### config.mk
export PLATFORM = sky130hd
export DESIGN_NAME = startup_charge_ctrl
export DESIGN_NICKNAME = d
export VERILOG_FILES = /design/src/rtl/scc_pkg.sv /design/src/rtl/scc_sync.sv /design/src/rtl/scc_edge.sv /design/src/rtl/scc_fsm.sv /design/src/rtl/startup_charge_ctrl.sv
export SDC_FILE = /design/constraint.sdc
export NUM_CORES = 1
export LEC_CHECK = 0
export ABC_AREA = 1
export BUFFER_PORTS_ARGS = -buffer_cell sky130_fd_sc_hd__buf_2
export CAP_MARGIN = 0
export CELL_PAD_IN_SITES_DETAIL_PLACEMENT = 0
export CELL_PAD_IN_SITES_GLOBAL_PLACEMENT = 1
export CORE_AREA = 2 2 39 41
export CTS_CLUSTER_SIZE = 16
export DETAILED_ROUTE_END_ITERATION = 16
export DIE_AREA = 0 0 41 43
export GPL_TIMING_DRIVEN = 0
export PLACE_DENSITY_LB_ADDON = 0.25
export SLEW_MARGIN = 25
export SYNTH_ARGS = -nofsm -noshare
export SYNTH_HDL_FRONTEND = slang
export SYNTH_SLANG_ARGS = --single-unit
### constraint.sdc
create_clock -name clk -period 2.13 [get_ports clk]
set_input_delay 0.1065 -clock clk [delete_from_list [all_inputs] [get_ports clk]]
set_output_delay 0.1065 -clock clk [all_outputs]
set_load 0.01 [all_outputs]
### src/rtl/scc_pkg.sv
package scc_pkg;

  typedef enum logic [1:0] {
    SC_IDLE    = 2'd0,
    SC_CHARGE  = 2'd1,
    SC_ABORT   = 2'd2,
    SC_RELEASE = 2'd3
  } sc_state_e;

  localparam int FLAG_CHG  = 0;
  localparam int FLAG_HI   = 1;
  localparam int FLAG_LO   = 2;
  localparam int NUM_FLAGS = 3;

endpackage

### src/rtl/scc_sync.sv
module scc_sync #(
  parameter int WIDTH  = 3,
  parameter int STAGES = 2
) (
  input  logic             clk,
  input  logic             rst_n,
  input  logic [WIDTH-1:0] async_in,
  output logic [WIDTH-1:0] sync_out
);

  localparam int LAST = STAGES - 1;

  logic [STAGES-1:0][WIDTH-1:0] chain;

  always_ff @(posedge clk or negedge rst_n) begin
    if (!rst_n) chain[0] <= '0;
    else        chain[0] <= async_in;
  end

  genvar s;
  generate
    for (s = 1; s < STAGES; s++) begin : g_stage
      always_ff @(posedge clk or negedge rst_n) begin
        if (!rst_n) chain[s] <= '0;
        else        chain[s] <= chain[s-1];
      end
    end
  endgenerate

  assign sync_out = chain[LAST];

endmodule

### src/rtl/scc_edge.sv
module scc_edge #(
  parameter int WIDTH = 3
) (
  input  logic             clk,
  input  logic             rst_n,
  input  logic [WIDTH-1:0] level,
  output logic [WIDTH-1:0] rise
);

  genvar b;
  generate
    for (b = 0; b < WIDTH; b++) begin : g_bit
      logic prev_q;
      always_ff @(posedge clk or negedge rst_n) begin
        if (!rst_n) prev_q <= 1'b0;
        else        prev_q <= level[b];
      end
      assign rise[b] = level[b] & ~prev_q;
    end
  endgenerate

endmodule

### src/rtl/scc_fsm.sv
module scc_fsm
  import scc_pkg::*;
(
  input  logic clk,
  input  logic rst_n,
  input  logic chg_rise,
  input  logic lo_rise,
  input  logic hi_lvl,
  input  logic lo_lvl,
  output logic cc_enable,
  output logic rst_release
);

  sc_state_e state_q, state_d;

  always_comb begin
    state_d = state_q;
    unique case (state_q)
      SC_IDLE, SC_ABORT: begin
        if (hi_lvl)                 state_d = SC_RELEASE;
        else if (chg_rise && lo_lvl) state_d = SC_CHARGE;
      end
      SC_CHARGE: begin
        if (hi_lvl)       state_d = SC_RELEASE;
        else if (lo_rise) state_d = SC_ABORT;
      end
      SC_RELEASE: begin
        if (lo_lvl) state_d = SC_IDLE;
      end
      default: state_d = SC_IDLE;
    endcase
  end

  always_ff @(posedge clk or negedge rst_n) begin
    if (!rst_n) state_q <= SC_IDLE;
    else        state_q <= state_d;
  end

  assign cc_enable   = (state_q == SC_CHARGE);
  assign rst_release = (state_q == SC_RELEASE);

endmodule

### src/rtl/startup_charge_ctrl.sv
module startup_charge_ctrl
  import scc_pkg::*;
#(
  parameter int SYNC_STAGES = 2
) (
  input  logic clk,
  input  logic rst_n,
  input  logic chg_detect,
  input  logic bat_over_hi,
  input  logic bat_under_lo,
  output logic cc_enable,
  output logic rst_release
);

  logic [NUM_FLAGS-1:0] flags_raw;
  logic [NUM_FLAGS-1:0] flags_sync;
  logic [NUM_FLAGS-1:0] flags_rise;

  logic chg_rise_w;
  logic lo_rise_w;
  logic hi_s;
  logic lo_s;

  assign flags_raw[FLAG_CHG] = chg_detect;
  assign flags_raw[FLAG_HI]  = bat_over_hi;
  assign flags_raw[FLAG_LO]  = bat_under_lo;

  scc_sync #(.WIDTH(NUM_FLAGS), .STAGES(SYNC_STAGES)) u_sync (
    .clk      (clk),
    .rst_n    (rst_n),
    .async_in (flags_raw),
    .sync_out (flags_sync)
  );

  scc_edge #(.WIDTH(NUM_FLAGS)) u_edge (
    .clk   (clk),
    .rst_n (rst_n),
    .level (flags_sync),
    .rise  (flags_rise)
  );

  assign chg_rise_w = flags_rise[FLAG_CHG];
  assign lo_rise_w  = flags_rise[FLAG_LO];
  assign hi_s       = flags_sync[FLAG_HI];
  assign lo_s       = flags_sync[FLAG_LO];

  scc_fsm u_fsm (
    .clk         (clk),
    .rst_n       (rst_n),
    .chg_rise    (chg_rise_w),
    .lo_rise     (lo_rise_w),
    .hi_lvl      (hi_s),
    .lo_lvl      (lo_s),
    .cc_enable   (cc_enable),
    .rst_release (rst_release)
  );

endmodule

==> impl_metrics.tcl, run 1 <==
set metrics [dict create \
    status "completed" \
    setup-tns-final_ns 0 \
    r2r_start "u_fsm.state_q[0]" \
    place_congestion 0.683 \
    start_kind "register" \
    power_leakage_nw 0.244 \
    setup_viol 0 \
    pre_cts_slack_ns 1.20 \
    io_buffers 6 \
    grtUsageMet3 0.0314 \
    vdd_drop_max_mv 0.299 \
    ys_async_sr_fraction 1.00 \
    crit_path_end_kind "primary output" \
    initialDrtViolationCount 2 \
    rows 14 \
    die_area_sq_um 1760 \
    die_x_microns 41 \
    numCtsBuffers 3 \
    busiest_layer "met2" \
    yosys.area.top_type_share 0.709 \
    fin_hold_ws_ns 0.232 \
    syn-num-nets 38 \
    yosys-top-cells-area "dfrtp_1, nand2_1, inv_1" \
    avgRoutedWirePerCell_microns 8.45 \
    clock-sinks 10 \
    slew_headroom 0.859 \
    yosysSeqAreaShare 0.709 \
    clockBufferDepth 2 \
    antennaDiodeCount 0 \
    period_needed_ns 1.06 \
    grt_max_degree 11 \
    reg2reg_depth 4 \
    layout.nets 53 \
    worstReg2RegEnd "u_fsm.state_q[0]" \
    wirelength_microns 524 \
    ys_ff_latch 10 \
    setup_slack_ns 1.07 \
    synth_common_cells "dfrtp_1, nand2_1, inv_1, o21ai_0" \
    ant_nets 0 \
    ios 7 \
    ff2ff_setup_slack_ns 1.19 \
    drtPass1Iterations 4 \
    rsz0062_at_grt "no" \
    h-tree-depth 1 \
    synth_warnings 0 \
    total_power_mw 0.492 \
    yosysUniqueCellTypes 10 \
    track_usage 0.0847 \
    synth_largest_area_cell "dfrtp_1" \
    maxCapViolations 0 \
    cts.reportedPaths.clkPinSlew_ns 0.06 \
    core_sq_um 1380 \
    vias 243 \
    ys.flop_type "dfrtp_1" \
    gr-total-overflow 0 \
    hold_path_class "in -> async" \
    use_met2 0.113 \
    synthCells 33 \
    initial_core_util 0.255 \
    tightest_slew_ns 0.209 \
    fp.dieH_microns 43 \
    antenna_found_initial 0 \
    synth_edf_count 0 \
    crit_fanout 5 \
    areaGrowthSynthToFinish_pct 31.9 \
    cp.required_ns 2.02 \
    final_cell_area_sq_um 465 \
    dp_hpwl_microns 376 \
    grt_pass1_wl_microns 890 \
    syn_area_sq_um 353 \
    grt_pass1_vias 232 \
    clk_latency_ns 0.25 \
    post-route-period-util 0.496 \
    root_buffer "clkbuf_4" \
    crit_type "reg -> out" \
    fin_worst_skew_ns 0.00109 \
    final_layout_size_suffix_gt1_frac 0.261 \
    timing.fmax_mhz 947 \
    via_per_inst 3.92 \
    slew_violations 0 \
    post-route-drc-count 0 \
    postCtsSetupBuffers 0 \
    cts_tree "done" \
    p_per_area_nw_per_um2 1060 \
    use_met1 0.0881 \
    hold_viol_final 0 \
    cp.arrival_ns 0.95 \
    syn_avg_cell_area_sq_um 10.7 \
    dpl_cell_area_sq_um 403 \
]
==> worst max-delay path, cell delays in order, from the launching register on <==
cell and delay [ns]:
dfrtp_1 0.42, nand2_1 0.11, inv_1 0.04, buf_2 0.13
==> layout make-up <==
type                    count  area, sq um
fillers                   143          918
multi-input cells          17         80.1
inverters                   6         22.5
clock buffers               3         22.5
well taps                  16         20.0
repair buffers             10         70.1
flip-flops and latches     10          250
==> metal layers <==
metal,vias up,share of wire,wire length [microns]
met5,-,0,0
li1,126,-,-
met2,6,0.51,269
met1,111,0.44,229
met3,0,0.048,25
met4,0,0,0
==> per-stage QoR <==
| step | util | std cells |
|---|---|---|
| 2_1_floorplan | - | 33 |
| 4_1_cts | 0.336 | 62 |
| 3_3_place_gp | 0.291 | 55 |
| 3_5_place_dp | 0.291 | 55 |
| 5_1_grt | 0.336 | 62 |
| 6_report | 0.336 | 62 |
==> power breakdown <==
group	internal [mW]	leakage [nW]	switching (mW)	total (mW)
combinational	0.0577	0.115	0.0733	0.131
sequential	0.217	0.115	0.0258	0.243
clock	0.0646	0.0138	0.0535	0.118
total	0.339	0.244	0.153	0.492
==> logic make-up after synthesis <==
kind of cell / synth area share
buffers and inverters: 0.0638
DFF: 0.709
and+or+nand+nor: 0.177
AOI/OAI and AO/OA: 0.0497
==> sequential cells by signal, indices dropped and copies added, names as in the netlist <==
name / cells
u_sync.chain: 3
u_sync.sync_out: 3
u_fsm.state_q: 2
u_edge.g_bit.prev_q: 2
==> worst max path at each step <==
stage | startpoint | to | slack (ns) | depth (start not counted)
finish | u_fsm.state_q[0] | rst_release | 1.07 | 3
global route | u_fsm.state_q[0] | rst_release | 0.99 | 3
CTS | u_fsm.state_q[0] | cc_enable | 1.05 | 3
detailed placement | u_fsm.state_q[0] | u_fsm.state_q[0] | 1.20 | 4
global placement | u_fsm.state_q[0] | u_fsm.state_q[0] | 1.22 | 6
floorplan | u_fsm.state_q[1] | u_fsm.state_q[0] | 1.22 | 4
==> cell usage in the layout, fill, tap and decap left out, drive strengths merged <==
master        n
buf           6
clkbuf        3
inv           6
nand3         2
o21ai         2
nand2        10
o21a          1
nor2          2
dfrtp        10
dlygate4sd3   4
==> timing repair <==
action                    4_1_cts  5_1_grt
hold endpoints to repair       13        0
resized for setup               0        0
hold buffers                    4        0
Note: power is estimated with default switching activity, not from simulation.
==> run 2: changes to the inputs <==
- ABC_AREA: 1 -> 0
- clock period: 2.13 -> 1 ns (I/O delays scaled with it)
==> impl_metrics.tcl, run 2 <==
set metrics [dict create \
    p_comb_frac 0.256 \
    period_needed_ns 1.08 \
    antenna_found_initial 0 \
    synth_common_cells "dfrtp_1, nand2_1" \
    grt_max_degree 11 \
    violations "negative setup slack" \
    power.internal_mw 0.859 \
    synth_fa_ha_area_frac 0 \
    crit_family "flip-flops" \
    num-fill-cells 142 \
    rows 14 \
    maxCapViolations 0 \
    yosys-top-cells-area "dfrtp_1, nor2b_4, o311a_2" \
    grt_pass1_vias 227 \
    crit_type "reg -> reg" \
    cts.reportedPaths.clkPinSlew_ns 0.06 \
    worstPathCellList "nor2b_4 -> and3b_1 -> a221o_1" \
    slew_headroom 0.866 \
    place_congestion 0.605 \
    yosys.area_share.simple 0.147 \
    synth_top_family_by_area "simple AND/OR/NAND/NOR gates" \
    syn_avg_cell_area_sq_um 15.5 \
    antennaDiodeCount 0 \
    ys_ff_latch 10 \
    status "complete, but fails checks" \
    switching_power_mw 0.297 \
    finalNonFillerCells 54 \
    ys_async_sr_fraction 1.00 \
    cts_tree "done" \
    netSwitchingFraction 0.257 \
    yosysUniqueCellTypes 12 \
    tightest_slew_ns 0.200 \
    cp.arrival_ns 1.22 \
    vdd_drop_max_mv 0.783 \
    track_usage 0.0862 \
    synth_compound_area_frac 0.107 \
    hold_path_class "in -> async" \
    pre_cts_slack_ns -0.0976 \
    final_layout_size_suffix_gt1_frac 0.421 \
    ios 7 \
    critPathMaxStageDelay_ns 0.41 \
    initialDrtViolationCount 0 \
    rsz0062_at_grt "yes" \
    crit_path_end_kind "register" \
    clock-sinks 10 \
    dp_hpwl_microns 334 \
    ant_nets 0 \
    post-route-drc-count 0 \
    clockBufferDepth 2 \
    yosys.area.top_type_share 0.735 \
    vias 219 \
    synth_xor_area_frac 0 \
    die_x_microns 41 \
    cp.required_ns 1.14 \
    setup_viol 2 \
    gr-total-overflow 0 \
    crit_fanout 4 \
    crit_buf_inv 0 \
    synthCells 22 \
    yosysSeqAreaShare 0.735 \
    die_area_sq_um 1760 \
    clk_latency_ns 0.26 \
    initial_core_util 0.246 \
    final_cell_mix "dfrtp_1, buf_2, dlygate4sd3_1" \
    timing.critical_path.from "u_fsm.state_q[0]" \
    syn-num-nets 27 \
    numCtsBuffers 3 \
    synth.most_common_cell "dfrtp_1" \
    slowest_stage "dfrtp_1" \
    ys.flop_type "dfrtp_1" \
    layout.nets 44 \
    power_leakage_nw 0.237 \
    synth_warnings 0 \
    start_kind "register" \
    fp.dieH_microns 43 \
    io_buffers 6 \
    final_common_cell "dfrtp_1" \
    syn_area_sq_um 340 \
    slew_violations 0 \
    fin_worst_skew_ns 0.00346 \
    synthMuxAreaShare 0 \
    clockPowerShare 0.301 \
    p_per_area_nw_per_um2 2390 \
    timing.fmax_mhz 923 \
    wirelength_microns 489 \
    dp_cells 44 \
    root_buffer "clkbuf_4" \
    avgRoutedWirePerCell_microns 9.06 \
    areaGrowthSynthToFinish_pct 41.9 \
    synth_largest_area_cell "dfrtp_1" \
    setup_slack_ns -0.0830 \
    r2r_start "u_fsm.state_q[0]" \
    drtPass1Iterations 1 \
    h-tree-depth 1 \
    hold_viol_final 0 \
    grt_pass1_wl_microns 924 \
    post-route-period-util 1.08 \
    via_per_inst 4.06 \
    synth_edf_count 0 \
    p_seq_frac 0.444 \
    core_sq_um 1380 \
]
run 2: cell type report:
type                    count  area (sq um)  area share
repair buffers             12          85.1       0.176
flip-flops and latches     10           251       0.521
multi-input cells          11          86.3       0.179
well taps                  16          20.0      0.0415
clock buffers               4          36.3      0.0751
inverters                   1          3.75     0.00777
run 2: per-layer routing:
layer,vias up,global-route usage,routed length (microns)
met5,-,0,0
met3,2,0.0157,33
met1,102,0.103,216
met2,6,0.103,229
met4,0,0.120,10
li1,109,-,-
run 2: path summary, 6_finish.rpt:
| kind | end | slack, ns | cells after the start |
|---|---|---|---|
| min in group clk | u_sync.sync_out[0] | 0.35 | 0 |
| max | u_fsm.state_q[1] | -0.08 | 3 |
| max in group asynchronous | u_sync.sync_out[2] | 0.63 | 2 |
| min | u_edge.g_bit[0].prev_q | 0.17 | 2 |
| max reg2reg | u_fsm.state_q[1] | -0.08 | 3 |
| min reg2reg | u_sync.sync_out[0] | 0.35 | 0 |
run 2: metrics by stage:
step / setup TNS (ns) / total power, mW / instance area (sq um) / hold WS (ns) / util
finish: -0.115 / 1.16 / 483 / 0.167 / 0.349
global route: -0.327 / 1.24 / 483 / 0.188 / 0.349
CTS: -0.150 / 1.15 / 474 / 0.170 / 0.343
detailed placement: -0.114 / 0.750 / 390 / -0.0796 / 0.282
global placement: -0.0891 / 0.742 / 390 / -0.0859 / 0.282
floorplan: -0.0590 / 0.670 / 340 / -0.246 / -
run 2: power by group through the flow:
| stage | Sequential [mW] | Clock, mW | Combinational, mW |
|---|---|---|---|
| 2_1_floorplan | 0.516 | 0 | 0.153 |
| 3_3_place_gp | 0.524 | 0 | 0.218 |
| 3_5_place_dp | 0.528 | 0 | 0.222 |
| 4_1_cts | 0.512 | 0.371 | 0.271 |
| 5_1_grt | 0.519 | 0.388 | 0.332 |
| 6_report | 0.513 | 0.348 | 0.295 |
run 2: logic make-up after synthesis:
family                 after synthesis
and+or+nand+nor                      7
DFF                                 10
AOI/OAI and AO/OA                    4
buffers and inverters                1
run 2: timing repair:
action,CTS,global route
hold endpoints to repair,13,0
pin swaps,0,2
resized for setup,0,1
hold buffers,4,0
setup endpoints to repair,4,4
gates cloned,0,0
setup buffers,1,1
==> run 3: changes to the inputs <==
- ABC_CLOCK_PERIOD_IN_PS: default -> 1000
- CORE_AREA: 2 2 39 41 -> 5 5 42 44
- DIE_AREA: 0 0 41 43 -> 0 0 47 49
==> impl_metrics.tcl, run 3 (synthesized netlist as in run 2, its figures left out) <==
set metrics [dict create \
    status "complete, but fails checks" \
    violations "negative setup slack" \
    dp_cells 44 \
    post-route-drc-count 0 \
    numCtsBuffers 3 \
    drtPass1Iterations 2 \
    netSwitchingFraction 0.255 \
    multi_input_area_sq_um 88.8 \
    setup_viol 3 \
    p_per_area_nw_per_um2 2410 \
    reg2reg_depth 3 \
    rsz0062_at_grt "yes" \
    die_area_sq_um 2300 \
    clock-sinks 10 \
    start_kind "register" \
    gr-total-overflow 0 \
    crit_path_end_kind "register" \
    final_cell_mix "dfrtp_1, buf_2, dlygate4sd3_1" \
    num-fill-cells 154 \
    cts_tree "done" \
    die_x_microns 47 \
    slew_headroom 0.860 \
    setup_slack_ns -0.0922 \
    timing.fmax_mhz 916 \
    hold_viol_final 0 \
    core_sq_um 1400 \
    crit_type "reg -> reg" \
    rows 14 \
    setup-tns-final_ns -0.131 \
    crit_fanout 5 \
    maxCapViolations 0 \
    place_congestion 0.653 \
    slew_violations 0 \
    io_buffers 6 \
    clk_latency_ns 0.25 \
    ant_nets 0 \
    antenna_found_initial 0 \
    h-tree-depth 1 \
    antennaDiodeCount 0 \
    grt_pass1_wl_mm 1.06 \
    final_cell_area_sq_um 493 \
    initial_core_util 0.243 \
    fp.dieH_microns 49 \
    tightest_slew_ns 0.210 \
    clockPowerShare 0.291 \
    hold_path_class "in -> async" \
    pre_cts_slack_ns -0.106 \
    power.internal_mw 0.886 \
    cp.required_ns 1.14 \
    grt_pass1_vias 262 \
    seqCellArea_sq_um 251 \
    finalNonFillerCells 55 \
    final_layout_size_suffix_gt1_frac 0.487 \
    layout.nets 45 \
    final_common_cell "dfrtp_1" \
    cts.reportedPaths.clkPinSlew_ns 0.06 \
    wirelength_microns 528 \
    post-route-period-util 1.09 \
    cp.arrival_ns 1.23 \
    root_buffer "clkbuf_4" \
    vias 222 \
    via_per_inst 4.04 \
    fin_worst_skew_ns 0.00130 \
    power_leakage_nw 0.242 \
    p_seq_frac 0.433 \
    p_comb_frac 0.276 \
    clockBufferDepth 2 \
    track_usage 0.0655 \
    initialDrtViolationCount 1 \
    dpl_cell_area_sq_um 390 \
    grt_max_degree 11 \
    vdd_drop_max_mv 0.704 \
    period_needed_ns 1.09 \
    switching_power_mw 0.304 \
    avgRoutedWirePerCell_microns 9.60 \
    areaGrowthSynthToFinish_pct 44.9 \
    ios 7 \
]
==> run 3: cell types whose count changed in the layout (fill, tap and decap cells not counted) <==
cell | before | now
nor2b_1 | 1 | 0
nor2b_2 | 0 | 1
inv_1 | 1 | 0
buf_4 | 2 | 3
inv_2 | 0 | 1
==> run 3: final cells by class <==
type,instances,share of cell area
multi-input combinational,11,0.180
clock buffer,4,0.0736
timing repair buffer,13,0.188
inverter,1,0.00761
sequential,10,0.510
tap,16,0.0406
==> run 3: repair_timing <==
| item | 4_1_cts | 5_1_grt |
|---|---|---|
| setup buffers | 2 | 1 |
| gates resized for setup | 0 | 3 |
| hold endpoints to repair | 13 | 0 |
| pin swaps | 1 | 0 |
| endpoints found under the setup margin | 4 | 4 |
| hold buffers | 4 | 0 |
==> run 3: through the flow <==
step / util / total power, mW / hold WS [ns]
2_1_floorplan: - / 0.670 / -0.246
3_3_place_gp: 0.279 / 0.742 / -0.0854
3_5_place_dp: 0.279 / 0.752 / -0.0779
4_1_cts: 0.344 / 1.18 / 0.170
5_1_grt: 0.352 / 1.27 / 0.204
6_report: 0.352 / 1.19 / 0.185
==> run 3: metal layers <==
layer / part of all wire / GRT usage / vias to the layer above / wire length [microns]
met2: 0.53 / 0.0973 / 6 / 282
met4: 0 / 0.0415 / 0 / 0
met3: 0.072 / 0.0332 / 0 / 38
met1: 0.39 / 0.0706 / 103 / 207
li1: - / - / 113 / -
met5: 0 / 0 / - / 0
==> run 3: worst paths after layout <==
kind                                        from  slack, ns                 end
worst max-delay path            u_fsm.state_q[0]      -0.09    u_fsm.state_q[1]
worst min-delay path                       rst_n       0.19     u_sync.chain[0]
worst max register to register  u_fsm.state_q[0]      -0.09    u_fsm.state_q[1]
worst min register to register   u_sync.chain[2]       0.35  u_sync.sync_out[2]
max in group asynchronous                  rst_n       0.62  u_sync.sync_out[2]
min in group clk                 u_sync.chain[2]       0.35  u_sync.sync_out[2]
==> run 3: power groups by stage <==
stage / sequential [mW] / combinational, mW / clock [mW]
after CTS: 0.515 / 0.301 / 0.366
after global placement: 0.522 / 0.220 / 0
final: 0.515 / 0.328 / 0.346
after detailed placement: 0.529 / 0.223 / 0
after global routing: 0.522 / 0.362 / 0.390
after floorplan: 0.516 / 0.153 / 0
==> run 3: worst max-delay path: stages, from the launching register on <==
cell     delay [ns]
dfrtp_1        0.42
nor2b_4        0.14
and3b_1        0.16
a221o_1        0.26
